## src/rtl/rkl_pkg.sv

```systemverilog
package rkl_pkg;

  typedef enum logic {
    RK_WARM = 1'b0,
    RK_COLD = 1'b1
  } rst_kind_e;

  // Class of an ongoing reset, given the synchronized test reset level.
  function automatic rst_kind_e kind_of(input logic tst_ok);
    return tst_ok ? RK_WARM : RK_COLD;
  endfunction

  // Memory clear is wanted only while both synchronized resets are active.
  function automatic logic clear_req(input logic sys_ok, input logic tst_ok);
    return !sys_ok && !tst_ok;
  endfunction

  // Capture happens on a release whose final class was cold.
  function automatic logic capture_now(input logic release_evt, input rst_kind_e kind);
    return release_evt && (kind == RK_COLD);
  endfunction

endpackage

```

## src/rtl/rkl_sync.sv

```systemverilog
// Reset synchronizer: asynchronous assertion, release after STAGES edges.
module rkl_sync #(
  parameter int STAGES = 2
) (
  input  logic clk,
  input  logic async_n,
  output logic sync_ok
);
  localparam int LAST = STAGES - 1;

  logic [LAST:0] chain_q;

  generate
    if (STAGES == 1) begin : g_single
      always_ff @(posedge clk or negedge async_n) begin
        if (!async_n) chain_q <= '0;
        else          chain_q <= 1'b1;
      end
    end else begin : g_multi
      always_ff @(posedge clk or negedge async_n) begin
        if (!async_n) chain_q <= '0;
        else          chain_q <= {chain_q[LAST-1:0], 1'b1};
      end
    end
  endgenerate

  assign sync_ok = chain_q[LAST];
endmodule

```

## src/rtl/rkl_kind_track.sv

```systemverilog
// Tracks the class of the current reset and produces the release event.
module rkl_kind_track
  import rkl_pkg::*;
(
  input  logic      clk,
  input  logic      sys_arst_n,
  input  logic      pwr_arst_n,
  input  logic      sys_ok,
  input  logic      tst_ok,
  output rst_kind_e kind_q,
  output logic      release_evt,
  output logic      run_q
);
  // Re-sampled every cycle of a system reset; frozen while running.
  always_ff @(posedge clk or negedge pwr_arst_n) begin
    if (!pwr_arst_n)  kind_q <= RK_COLD;
    else if (!sys_ok) kind_q <= kind_of(tst_ok);
  end

  // One cycle behind the synchronized system reset; doubles as core release.
  always_ff @(posedge clk or negedge sys_arst_n) begin
    if (!sys_arst_n) run_q <= 1'b0;
    else             run_q <= sys_ok;
  end

  assign release_evt = sys_ok && !run_q;
endmodule

```

## src/rtl/rkl_boot_latch.sv

```systemverilog
// Boot-mode capture register, cleared only by the power-domain reset.
module rkl_boot_latch #(
  parameter int BOOT_W = 8
) (
  input  logic              clk,
  input  logic              pwr_arst_n,
  input  logic              load,
  input  logic [BOOT_W-1:0] pins,
  output logic [BOOT_W-1:0] mode_q,
  output logic              valid_q
);
  always_ff @(posedge clk or negedge pwr_arst_n) begin
    if (!pwr_arst_n) begin
      mode_q  <= '0;
      valid_q <= 1'b0;
    end else if (load) begin
      mode_q  <= pins;
      valid_q <= 1'b1;
    end
  end
endmodule

```

## src/rtl/reset_kind_latch.sv

```systemverilog
module reset_kind_latch
  import rkl_pkg::*;
#(
  parameter int BOOT_W      = 8,
  parameter int SYNC_STAGES = 2
) (
  input  logic              clk,
  input  logic              sys_rst_n,
  input  logic              tst_rst_n,
  input  logic [BOOT_W-1:0] boot_pins,
  output logic [BOOT_W-1:0] boot_mode,
  output logic              mode_valid,
  output logic              cold_flag,
  output logic              mem_clear,
  output logic              core_release
);
  // Named internal events, brought out for the checker.
  logic      sys_ok;
  logic      tst_ok;
  logic      release_evt;
  logic      capture_evt;
  logic      run_q;
  rst_kind_e kind_q;

  rkl_sync #(.STAGES(SYNC_STAGES)) u_sys_sync (
    .clk     (clk),
    .async_n (sys_rst_n),
    .sync_ok (sys_ok)
  );

  rkl_sync #(.STAGES(SYNC_STAGES)) u_tst_sync (
    .clk     (clk),
    .async_n (tst_rst_n),
    .sync_ok (tst_ok)
  );

  rkl_kind_track u_kind (
    .clk         (clk),
    .sys_arst_n  (sys_rst_n),
    .pwr_arst_n  (tst_rst_n),
    .sys_ok      (sys_ok),
    .tst_ok      (tst_ok),
    .kind_q      (kind_q),
    .release_evt (release_evt),
    .run_q       (run_q)
  );

  assign capture_evt = capture_now(release_evt, kind_q);

  rkl_boot_latch #(.BOOT_W(BOOT_W)) u_latch (
    .clk        (clk),
    .pwr_arst_n (tst_rst_n),
    .load       (capture_evt),
    .pins       (boot_pins),
    .mode_q     (boot_mode),
    .valid_q    (mode_valid)
  );

  assign cold_flag    = (kind_q == RK_COLD);
  assign mem_clear    = clear_req(sys_ok, tst_ok);
  assign core_release = run_q;
endmodule

```

## config.mk

```make
export PLATFORM = sky130hd
export DESIGN_NAME = reset_kind_latch
export DESIGN_NICKNAME = d
export VERILOG_FILES = /design/src/rtl/rkl_pkg.sv /design/src/rtl/rkl_sync.sv /design/src/rtl/rkl_kind_track.sv /design/src/rtl/rkl_boot_latch.sv /design/src/rtl/reset_kind_latch.sv
export SDC_FILE = /design/constraint.sdc
export NUM_CORES = 1
export LEC_CHECK = 0
export BUFFER_PORTS_ARGS = -buffer_cell sky130_fd_sc_hd__buf_2
export CORE_AREA = 2 2 39 41
export CTS_BUF_LIST = sky130_fd_sc_hd__clkbuf_8
export DETAILED_ROUTE_END_ITERATION = 10
export DIE_AREA = 0 0 41 43
export GPL_TIMING_DRIVEN = 0
export PLACE_DENSITY = 0.72
export SYNTH_ARGS = -nofsm -noshare
export SYNTH_HDL_FRONTEND = slang
export SYNTH_SLANG_ARGS = --single-unit
```

## constraint.sdc

```tcl
create_clock -name clk -period 3 [get_ports clk]
set_input_delay 0.15 -clock clk [delete_from_list [all_inputs] [get_ports clk]]
set_output_delay 0.15 -clock clk [all_outputs]
set_load 0.02 [all_outputs]
```

==> results.txt <==
- The flow ran to the end, and the final reports show no timing, DRC or antenna violations.
- In the post-synthesis netlist, the cell with the most instances is sky130_fd_sc_hd__dfrtp_1.
* Count of inserted antenna diode cells: 0
- Remaining antenna violation count after routing: 0
- For the finished layout, the period the worst path requires is about 1.2 ns.
- Maximum number of pins on one net before global-route repair: 13
- Die Span X: 41 um
- In the synthesized netlist the async set-or-reset flop fraction comes to 1.00.
- The via count of the first global-routing pass is ~300.
- The tree is rooted in a sky130_fd_sc_hd__clkbuf_8.
- The floorplan step defined a die boundary enclosing 1760 sq um.
- The number of antenna violations at the first check in global routing came to 0.
- In this run the deepest clock path goes through 2 buffers.
- Maximum clock rate: 868 MHz
- Warnings from Yosys: 0
- The routed layout has 314 vias.
- Buffers placed on the I/O ports in this run total 22.
* Count of nets after finishing: 70
- The path class of the tightest hold or removal check is in2reg.
- Worst-Skew Late Latency: 0.24 ns
* CTS tree: built
- Final Setup Violations: 0
* Share of the cycle needed by the critical path after routing: 0.384
- Number of flip-flops and latches in the synthesized netlist: 15
* Number of synthesized flops with an enable pin: 0
* Final Power: 0.502 mW
- The cell area that synthesis handed to floorplanning was ~520 sq um.
- Setup repair after global routing left no endpoint under its margin.
- Post-synthesis cell count: 29
* GR Util All Layers: 0.115
- Final Skew: 0.00417 ns
- Total core area: 1380 sq um
* Count of distinct cell types in the synthesized netlist: 9
* Power Dens Cells: roughly 700 nW/um^2
- Ranked by instance count, the synthesized netlist is headed by sky130_fd_sc_hd__dfrtp_1, sky130_fd_sc_hd__mux2_2.
- Setup CP Type: reg2reg
- Global-route wire length before repair: ~1.3 mm
* Number of clock sinks: 15
- DR iter-0 viols: 2
* Ys flop type: sky130_fd_sc_hd__dfrtp_1
- Yosys attributes the largest share of cell area to sky130_fd_sc_hd__dfrtp_1, sky130_fd_sc_hd__mux2_2, sky130_fd_sc_hd__dfstp_2, sky130_fd_sc_hd__nand3b_4, sky130_fd_sc_hd__mux2i_1.
* Total setup buffers inserted after CTS: 0
- DR WL/cell: ~11 um
* Sequential element share of the synthesized area: 0.731
- Of the post-synthesis cell area, the dominant cell type holds 0.680.
* Share of the core filled with cells in the final layout: 0.517
* Critical path startpoint category: register
- Max-cap violations: 0
* Number of non-filler instances in the completed layout: 74
- The final number of hold-violating endpoints is 0.
- After detailed routing, the number of vias per cell comes to ~4.2.
- Layout Area Growth over Synthesis: 38.8%
- After detailed routing, the total wire length is 810 um.
- Overflow left after global routing: 0
- Effective utilization at floorplan: 0.373
- Critical path arrival: roughly 1.3 ns
- Clock tree synthesis inserted a total of 3 buffers.
- The floorplan has 14 rows.
* Final Max Tran Viols: 0
- Once placement completed, the tool counted placed cells totaling 68.
- CTS built an H-tree with a depth of 1.
- Peak supply drop: 0.455 mV
- Endpoint type of the worst setup path: register
- Data required time of the worst path: between 3 and 4 ns
- DRC: 0
- Placer's final routability congestion estimate: 0.554
* Floorplan die height: about 43 um
- Highest fanout seen on the critical path: 9
- Layout cells sized above 1: 0.621
* Top Ports: 23
- The first detailed-routing pass took 3 iterations.
- The largest total area in the synthesized netlist belongs to sky130_fd_sc_hd__dfrtp_1.
* Sum of negative setup slack: 0 ns
- Clock-pin slew on the worst setup and hold paths: 0.06 ns
- Summed over all cells, the static leakage comes to between 0.3 and 0.4 nW.
- Each instance of the synthesized netlist takes up on average 17.8 sq um.
[state kept, by name, summed over array words and instances, names as in the netlist]
| name | count |
|---|---|
| u_latch.valid_q | 1 |
| u_latch.mode_q | 8 |
| u_sys_sync.chain_q | 2 |
| u_tst_sync.chain_q | 2 |
| u_kind.kind_q | 1 |
| u_kind.run_q | 1 |
[layout make-up]
class | count | area [sq um]
sequential | 15 | 377
timing repair buffer | 24 | 130
tap | 16 | 20.0
clock buffer | 3 | 41.3
inverter | 1 | 3.75
clock inverter | 1 | 5.00
multi-input combinational | 14 | 139
fill | 132 | 668
[repair_timing]
item / 4_1_cts / 5_1_grt
hold endpoints to repair: 14 / 0
hold buffers: 2 / 0
resized for setup: 0 / 0
[placed cells by master (no fill, tap or decap), drive strengths merged]
| cell | count |
|---|---|
| clkbuf | 3 |
| clkinv | 1 |
| dfstp | 1 |
| nand3b | 1 |
| or2b | 1 |
| mux2 | 8 |
| mux2i | 1 |
| nor2 | 1 |
| conb | 2 |
| buf | 22 |
| dfrtp | 14 |
| inv | 1 |
| dlygate4sd3 | 2 |
[worst max-delay path: stages (launching register included)]
cell                       delay [ns]
sky130_fd_sc_hd__dfstp_2         0.57
sky130_fd_sc_hd__nand3b_4        0.16
sky130_fd_sc_hd__mux2_2          0.31
[layer usage]
layer / vias up / part of all wire / GRT usage
met4: 0 / 0.012 / 0.0600
li1: 152 / - / -
met2: 11 / 0.52 / 0.166
met3: 2 / 0.074 / 0.0471
met1: 149 / 0.39 / 0.144
met5: - / 0 / 0
[logic make-up after synthesis]
group / Yosys count / share of synthesized area
muxes: 9 / 0.194
other: 1 / 0.00727
buffers and inverters: 1 / 0.00727
DFF: 15 / 0.731
and+or+nand+nor: 3 / 0.0607
[path summary, 6_finish.rpt]
check / start / end / slack, ns / cells past startpoint
max in group asynchronous: tst_rst_n / u_kind.kind_q / 2.43 / 2
worst min register to register: u_tst_sync.chain_q[0] / u_tst_sync.chain_q[1] / 0.35 / 0
worst min-delay path: boot_pins[7] / u_latch.mode_q[7] / 0.13 / 2
worst max-delay path: u_kind.kind_q / u_latch.mode_q[6] / 1.85 / 2
worst max register to register: u_kind.kind_q / u_latch.mode_q[6] / 1.85 / 2
min in group asynchronous: sys_rst_n / u_sys_sync.chain_q[1] / 0.23 / 2
[power breakdown]
part	total, mW	internal [mW]	switching [mW]
logic	0.101	0.0447	0.0563
clock network	0.156	0.0916	0.0641
registers	0.246	0.232	0.0137
[stage by stage]
stage | setup slack [ns] | hold slack, ns | instance area, sq um
2_1_floorplan | 1.86 | -0.146 | 519
3_3_place_gp | 1.87 | -0.0536 | 649
3_5_place_dp | 1.84 | -0.0493 | 649
4_1_cts | 1.82 | 0.129 | 716
5_1_grt | 1.81 | 0.135 | 716
6_report | 1.85 | 0.133 | 716
Power figures use the tool's default switching activity.
